[src/rtl/pw_slot_pkg.sv]
package pw_slot_pkg;
    localparam int SLOTS_PER_BIT = 4;
    localparam int SLOT_W        = 2;

    typedef enum logic [1:0] {
        MODE_IDLE = 2'd0,
        MODE_ARM  = 2'd1,
        MODE_SEND = 2'd2
    } tx_mode_e;
endpackage

[src/rtl/pw_slot_level.sv]
module pw_slot_level
    import pw_slot_pkg::*;
(
    input  logic [SLOT_W-1:0] slot,
    input  logic              bit_val,
    output logic              level
);
    // Slot 0 opens every bit low, slot 3 closes it high,
    // the middle pair carries the data value.
    always_comb begin
        unique case (slot)
            SLOT_W'(0):                 level = 1'b0;
            SLOT_W'(SLOTS_PER_BIT - 1): level = 1'b1;
            default:                    level = bit_val;
        endcase
    end
endmodule

[src/rtl/pw_count_clamp.sv]
module pw_count_clamp #(
    parameter int MAX_BITS = 86,
    parameter int CNT_W    = $clog2(MAX_BITS + 1),
    parameter int IDX_W    = $clog2(MAX_BITS)
) (
    input  logic [CNT_W-1:0] count,
    output logic             nonzero,
    output logic [IDX_W-1:0] last_idx
);
    logic [CNT_W-1:0] eff_count;

    always_comb begin
        nonzero   = (count != '0);
        eff_count = (count > CNT_W'(MAX_BITS)) ? CNT_W'(MAX_BITS) : count;
        last_idx  = nonzero ? IDX_W'(eff_count - CNT_W'(1)) : '0;
    end
endmodule

[src/rtl/pw_slot_encoder.sv]
module pw_slot_encoder
    import pw_slot_pkg::*;
#(
    parameter int MAX_BITS = 86,
    parameter int CNT_W    = $clog2(MAX_BITS + 1),
    parameter int IDX_W    = $clog2(MAX_BITS)
) (
    input  logic                clk,
    input  logic                rst_n,
    input  logic                tick,
    input  logic                load,
    input  logic [MAX_BITS-1:0] word_in,
    input  logic [CNT_W-1:0]    bit_count,
    output logic                line_out,
    output logic                line_oe,
    output logic                busy,
    output logic                done
);
    localparam logic [SLOT_W-1:0] LAST_SLOT = SLOT_W'(SLOTS_PER_BIT - 1);

    typedef struct packed {
        tx_mode_e            mode;
        logic [SLOT_W-1:0]   slot;
        logic [IDX_W-1:0]    bit_idx;
        logic [IDX_W-1:0]    last_idx;
        logic [MAX_BITS-1:0] shreg;
        logic                line;
        logic                oe;
        logic                done;
    } enc_state_t;

    enc_state_t st_d, st_q;

    logic              cnt_nonzero;
    logic [IDX_W-1:0]  cnt_last_idx;
    logic [SLOT_W-1:0] slot_nx;
    logic              bit_nx;
    logic              level_nx;
    logic              bit_wrap;

    pw_count_clamp #(
        .MAX_BITS (MAX_BITS),
        .CNT_W    (CNT_W),
        .IDX_W    (IDX_W)
    ) u_clamp (
        .count    (bit_count),
        .nonzero  (cnt_nonzero),
        .last_idx (cnt_last_idx)
    );

    // Slot and data bit that the next tick moves into.
    always_comb begin
        bit_wrap = (st_q.mode == MODE_SEND) && (st_q.slot == LAST_SLOT);
        if (st_q.mode == MODE_SEND) begin
            slot_nx = st_q.slot + SLOT_W'(1);
        end else begin
            slot_nx = '0;
        end
        bit_nx = bit_wrap ? st_q.shreg[1] : st_q.shreg[0];
    end

    pw_slot_level u_level (
        .slot    (slot_nx),
        .bit_val (bit_nx),
        .level   (level_nx)
    );

    always_comb begin
        st_d      = st_q;
        st_d.done = 1'b0;
        unique case (st_q.mode)
            MODE_IDLE: begin
                if (load && cnt_nonzero) begin
                    st_d.mode     = MODE_ARM;
                    st_d.shreg    = word_in;
                    st_d.last_idx = cnt_last_idx;
                    st_d.bit_idx  = '0;
                    st_d.slot     = '0;
                end
            end
            MODE_ARM: begin
                if (tick) begin
                    st_d.mode = MODE_SEND;
                    st_d.slot = slot_nx;
                    st_d.oe   = 1'b1;
                    st_d.line = level_nx;
                end
            end
            MODE_SEND: begin
                if (tick) begin
                    if (bit_wrap && (st_q.bit_idx == st_q.last_idx)) begin
                        st_d.mode = MODE_IDLE;
                        st_d.oe   = 1'b0;
                        st_d.line = 1'b1;
                        st_d.done = 1'b1;
                        st_d.slot = '0;
                    end else begin
                        st_d.slot = slot_nx;
                        st_d.line = level_nx;
                        if (bit_wrap) begin
                            st_d.bit_idx = st_q.bit_idx + IDX_W'(1);
                            st_d.shreg   = st_q.shreg >> 1;
                        end
                    end
                end
            end
            default: begin
                st_d.mode = MODE_IDLE;
                st_d.oe   = 1'b0;
                st_d.line = 1'b1;
            end
        endcase
    end

    always_ff @(posedge clk or negedge rst_n) begin
        if (!rst_n) begin
            st_q          <= '0;
            st_q.mode     <= MODE_IDLE;
            st_q.line     <= 1'b1;
        end else begin
            st_q <= st_d;
        end
    end

    assign line_out = st_q.line;
    assign line_oe  = st_q.oe;
    assign busy     = (st_q.mode != MODE_IDLE);
    assign done     = st_q.done;
endmodule

[config.mk]
export PLATFORM = sky130hd
export DESIGN_NAME = pw_slot_encoder
export DESIGN_NICKNAME = d
export VERILOG_FILES = /design/src/rtl/pw_slot_pkg.sv /design/src/rtl/pw_slot_level.sv /design/src/rtl/pw_count_clamp.sv /design/src/rtl/pw_slot_encoder.sv
export SDC_FILE = /design/constraint.sdc
export NUM_CORES = 1
export LEC_CHECK = 0
export BUFFER_PORTS_ARGS = -buffer_cell sky130_fd_sc_hd__buf_4
export CAP_MARGIN = 10
export CORE_MARGIN = 2
export CORE_UTILIZATION = 50
export DETAILED_ROUTE_END_ITERATION = 6
export GPL_ROUTABILITY_DRIVEN = 0
export HOLD_SLACK_MARGIN = 0.08
export PLACE_DENSITY = 0.76
export SLEW_MARGIN = 20
export SYNTH_ARGS = -nofsm -noshare
export SYNTH_HDL_FRONTEND = slang
export SYNTH_SLANG_ARGS = --single-unit
export TNS_END_PERCENT = 10
[constraint.sdc]
create_clock -name clk -period 2.3 [get_ports clk]
set_input_delay 0.23 -clock clk [delete_from_list [all_inputs] [get_ports clk]]
set_output_delay 0.23 -clock clk [all_outputs]
set_load 0.02 [all_outputs]
==> impl_metrics.toml, run 1 <==
[timing]
tightest_slew_ns = 0.544
final-max-slew-violation-count = 0
timing.hold.ws_ns = 0.180
setup_viol = 0
rsz0062_at_grt = "no"
fmax_mhz = 461
relSlewSlack = 0.638
worst_clock_skew_ns = 0.0170
hold_viol_final = 0
fin_crit_sh = 0.943
layout_min_cycle_time_ns = 2.17

[job]
max_cap_viol_count = 0

[critical_path]
worstSetupPathType = "register to register"
path_buf_inv = 2
worstPathCellList = "inv_1 -> ha_1 -> nand2_1 -> or4_4 -> or2_2 -> buf_4 -> nand3_1 -> o221ai_1"
worstPathMaxFanout = 6
critPathSlowestCell = "or4_4"
cp-end-kind = "register"
start_kind = "register"
cp_slowest_stage_delay_ns = 0.44
required_ns = 2.56
worstPathArrival_ns = 2.43
crit_family = "simple AND/OR/NAND/NOR gates"

[finish]
synthToLayoutAreaGrowth_pct = 24.2
nNetsFinal = 646
stdcell_count = 683
final_cell_mix = "buf_4, dfrtp_1, a22o_1"
n_antenna_cell = 0
final_common_cell = "buf_4"
drive_gt1_frac = 0.444
design_area_sq_um = 6720

[yosys]
post_synth.cell_area_avg_sq_um = 12.4
ys_seq_area_frac = 0.495
synth.cell_area_sq_um = 5410
ys_types = 45
synth.area.top_cells = "dfrtp_1, mux2_2, a22o_1, ha_1, o21ai_0"
synth-edff-count = 0
yosysTopAreaCellShare = 0.490
synth_nets = 542
synthCells = 438
async_reset_ff_frac = 1.00
ys.flop_type = "dfrtp_1"
ys_ff_latch = 107
netlist.top_cell.by_area = "dfrtp_1"
yosys_warnings = 0

[die]
die_h_microns = 108
io_pins = 101
die_w_microns = 108
dieArea_sq_um = 11700
core_sq_um = 10400
rows = 37
start_util = 0.520

[clocking]
cts-root-buf = "clkbuf_8"
clockBufferDepth = 2
cts.clk_slew.worst_paths_ns = 0.12
cts.sinks = 107
htreeDepth = 3
cts_tree = "yes"
worstSkewPairLatency_ns = 0.38
cts_made_buffers = 9

[status]
status = "finished, final reports clean"

[worst_hold_path]
worstHoldPathType = "input pin to register"

[route]
firstDrtPassIters = 4
drt_iter0_markers = 151
vias = 3949
drc = 0
vias_per_cell = 5.78
wl_per_cell_microns = 17.0
routed_wl_mm = 11.6
final_antenna_net_count = 0

[global_route]
grt_util_met2 = 0.341
antenna_found_initial = 0
grt_pass1_vias = 4030
use_met3 = 0.0530
grt-ovfl-total = 0
grt_max_degree = 61
grt_pass1_wl_mm = 19.0
met1_usage = 0.260
grt_use_total = 0.206
grt-busiest-layer = "met2"

[placement]
dp_cells = 661
dpl_cell_area_sq_um = 6400
port_buffers = 100
hpwl_mm = 7.83

[pwr]
power.density_nw_per_um2 = 1110
p_leak_nw = 3.18
ir_worst_vdd_v = 0.000568
==> layout make-up <==
cell class / count / area [sq um]
fill: 796 / 3690
sequential: 107 / 2680
multi-input combinational: 290 / 2560
timing repair buffer: 125 / 1040
tap: 136 / 170
clock buffer: 9 / 124
clock inverter: 7 / 108
inverter: 9 / 33.8
==> cell usage after synthesis, types with 4 or more instances <==
master / instances
clkbuf_1: 16
dfrtp_1: 106
inv_1: 9
a21oi_1: 5
nand3_1: 5
nand2_1: 15
nor2_1: 13
buf_6: 5
mux2_2: 86
a31o_2: 4
a31oi_1: 4
o21ai_0: 14
ha_1: 7
buf_2: 9
a22o_1: 88
xor2_1: 5
xnor2_1: 4
==> metal layers <==
| metal | vias up | routed length (microns) |
|---|---|---|
| li1 | 1871 | - |
| met3 | 22 | 547 |
| met5 | - | 0 |
| met2 | 85 | 5750 |
| met4 | 0 | 248 |
| met1 | 1971 | 5040 |
==> state kept, by name (all words and copies together), names as in the netlist <==
signal	cells
done	1
line_oe	1
line_out	1
st_q	104
==> power by group <==
part           switching (W)  total, W  internal, W
registers           0.000375   0.00294      0.00257
clock network       0.000747   0.00129     0.000545
logic                0.00142   0.00322      0.00180
total                0.00254   0.00745      0.00491
==> worst register-to-register path, stage by stage (launching register included) <==
cell      delay [ns]
dfrtp_1         0.40
inv_1           0.11
ha_1            0.19
nand2_1         0.10
or4_4           0.44
or2_2           0.33
buf_4           0.17
nand3_1         0.16
o221ai_1        0.15
==> path summary, 6_finish.rpt <==
check | slack [ns] | from | cells after the start | to
worst max-delay path | 0.13 | st_q[105]$_DFFE_PN0P_ | 8 | st_q[98]$_DFFE_PN0P_
worst min-delay path | 0.18 | tick | 3 | st_q[106]$_DFFE_PN0P_
worst max register to register | 0.13 | st_q[105]$_DFFE_PN0P_ | 8 | st_q[98]$_DFFE_PN0P_
worst min register to register | 0.51 | st_q[91]$_DFFE_PN0P_ | 2 | st_q[91]$_DFFE_PN0P_
max in group asynchronous | 1.23 | rst_n | 3 | line_out$_DFFE_PN1P_
min in group asynchronous | 0.37 | rst_n | 2 | st_q[97]$_DFFE_PN0P_
==> logic make-up after synthesis <==
group / share of synthesized area
multiplexers: 0.179
AO/OA/AOI/OAI: 0.206
adder cells (fa/ha/maj): 0.0162
buffers and inverters: 0.0388
XOR/XNOR: 0.0146
flip-flops: 0.495
AND/OR/NAND/NOR: 0.0506
==> repair_timing <==
| item | in CTS | in global routing |
|---|---|---|
| setup endpoints to repair | 0 | 77 |
| endpoints found under the hold margin | 42 | 0 |
| gates resized for setup | 0 | 4 |
| hold buffers | 3 | 0 |
| setup buffers | 0 | 2 |
==> metrics by stage <==
stage / power (W) / worst slack, ns / TNS, ns / util
after floorplan: 0.00523 / -0.0114 / -0.143 / -
after global placement: 0.00594 / 0.144 / 0 / 0.615
after detailed placement: 0.00607 / 0.0912 / 0 / 0.615
after CTS: 0.00738 / 0.120 / 0 / 0.640
after global routing: 0.00795 / 0.00850 / 0 / 0.645
final: 0.00745 / 0.131 / 0 / 0.645
Note: power is estimated with default switching activity, not from simulation.
==> run 2: changes to the inputs <==
Settings changed: REMOVE_ABC_BUFFERS set to 1.
==> run 2 against run 1 <==
- largest cell class unchanged
- die area stayed put
- worst hold slack worse by 0.046 ns
- largest power group unchanged
- clock skew is 0.0079 ns lower
- routed wire length is 2.5% higher
- worst setup slack worse by 0.032 ns
- sequential power hardly changed
==> impl_metrics.toml, run 2 (synthesis results as in run 1) <==
[status]
status = "finished, final reports clean"

[pwr]
power.density_nw_per_um2 = 1100
p_leak_nw = 3.15
p_sw_w = 0.00248
pwr-share-comb = 0.450
power_w = 0.00731
seq_power_share = 0.401
ir_worst_vdd_v = 0.000451
p_sw_frac = 0.339
clockPowerShare = 0.149
cellInternalPower_w = 0.00483

[route]
wl_per_cell_microns = 17.4
drc = 0
vias = 3991
drt_iter0_markers = 316
firstDrtPassIters = 4
vias_per_cell = 5.83
wl_met3_microns = 472
wl_met2_mm = 5.59
route.layer.met1.wl_mm = 5.63
highest_layer = "met4"
final_antenna_net_count = 0
routed_wl_mm = 11.9

[global_route]
grt_use_total = 0.209
antenna_found_initial = 0
grt-ovfl-total = 0
grt_pass1_vias = 4019
grt_max_degree = 86
grt_pass1_wl_mm = 19.5

[critical_path]
critical_path_depth = 10
worstReg2RegStart = "st_q[105]$_DFFE_PN0P_"
path_buf_inv = 4
start_kind = "register"
worstPathCellList = "inv_1 -> ha_1 -> nand2_1 -> or4_4 -> buf_4 -> nor2_4 -> nor2_4 -> buf_12 -> buf_12 -> mux2_2"
crit_family = "simple AND/OR/NAND/NOR gates"
cp-end-kind = "register"
worstPathArrival_ns = 2.45
critPathSlowestCell = "or4_4"
cp_slowest_stage_delay_ns = 0.42
reg2reg_depth = 10
worstSetupPathType = "register to register"
r2r_slack_ns = 0.1
crit_start = "st_q[105]$_DFFE_PN0P_"
crit_end = "st_q[41]$_DFFE_PN0P_"
worstReg2RegEnd = "st_q[41]$_DFFE_PN0P_"
worstPathMaxFanout = 33
required_ns = 2.55

[timing]
fin_crit_sh = 0.957
tightest_slew_ns = 0.556
fmax_mhz = 454
hold_viol_final = 0
rsz0062_at_grt = "no"
layout_min_cycle_time_ns = 2.20
worst_clock_skew_ns = 0.00915
setup_viol = 0
timing.setup.tns_ns = 0
fin_ws_ns = 0.0993
timing.hold.ws_ns = 0.134
final-max-slew-violation-count = 0
relSlewSlack = 0.629

[die]
core_sq_um = 10400
rows = 37
io_pins = 101
die_w_microns = 108
dieArea_sq_um = 11700
start_util = 0.520
die_h_microns = 108

[job]
max_cap_viol_count = 0

[clocking]
cts-root-buf = "clkbuf_8"
cts_made_buffers = 9
cts.sinks = 107
htreeDepth = 3
cts.clk_slew.worst_paths_ns = 0.10
worstSkewPairLatency_ns = 0.36
cts_tree = "yes"
clockBufferDepth = 2

[finish]
regMostFlops = "st_q"
drive_gt1_frac = 0.445
final_cell_mix = "buf_4, dfrtp_1, a22o_1"
fill_cells = 831
multiInputGateArea_sq_um = 2550
design_area_sq_um = 6670
nNetsFinal = 647
final_common_cell = "buf_4"
n_antenna_cell = 0
seq_area_sq_um = 2680
largest_reg_flops = 104
synthToLayoutAreaGrowth_pct = 23.2

[placement]
port_buffers = 100
dpl_cell_area_sq_um = 6420
hpwl_mm = 8.07
dp_slack_ns = 0.114

[worst_hold_path]
worstHoldPathType = "input pin to register"
==> run 2: changes by cell type in the layout (fill, tap and decap cells not counted), moves of 2 or more <==
cell           previous run  this run
inv_6                     1         3
dlygate4sd3_1             3         1
clkinvlp_4                0         2
buf_4                   114       117
clkinv_8                  3         0
==> run 2: cell type report <==
type	instances	area share
Clock buffer	10	0.0206
Clock inverter	6	0.00694
Inverter	9	0.00507
Multi-Input combinational cell	290	0.382
Sequential cell	107	0.402
Tap cell	136	0.0255
Timing Repair Buffer	126	0.158
==> run 2: how the worst min path moves through the flow <==
stage | start | endpoint | slack, ns | cells after the start
after global placement | rst_n | st_q[15]$_DFFE_PN0P_ | 0.25 | 1
final | word_in[85] | st_q[88]$_DFFE_PN0P_ | 0.13 | 3
after detailed placement | rst_n | st_q[15]$_DFFE_PN0P_ | 0.25 | 1
after floorplan | rst_n | done$_DFF_PN0_ | -0.07 | 0
after CTS | word_in[85] | st_q[88]$_DFFE_PN0P_ | 0.12 | 3
after global routing | tick | st_q[106]$_DFFE_PN0P_ | 0.16 | 3
==> run 2: tightest hold or removal path, stage by stage <==
cell and delay [ns]:
buf_4 0.11, nand2_1 0.05, o21ai_0 0.07
==> run 2: repair_timing <==
item | 4_1_cts | 5_1_grt
setup endpoints to repair | 0 | 66
resized for setup | 0 | 2
endpoints found under the hold margin | 39 | 0
setup buffers | 0 | 1
hold buffers | 1 | 0
==> run 2: power groups by stage <==
stage | Sequential [W] | Combinational (W) | Clock, W
final | 0.00293 | 0.00329 | 0.00109
after global routing | 0.00302 | 0.00357 | 0.00122
after CTS | 0.00293 | 0.00317 | 0.00112
after detailed placement | 0.00297 | 0.00315 | 0
after global placement | 0.00294 | 0.00304 | 0
after floorplan | 0.00288 | 0.00223 | 0
==> run 2: per-stage QoR <==
step / util / instances
global placement: 0.617 / 665
detailed placement: 0.617 / 665
CTS: 0.635 / 682
finish: 0.640 / 684
floorplan: - / 406
global route: 0.640 / 684
==> run 2: routing by layer <==
layer	vias up	GRT usage
li1	1870	-
met1	1998	0.295
met2	106	0.335
met3	17	0.0362
met4	0	0.0577
met5	-	0
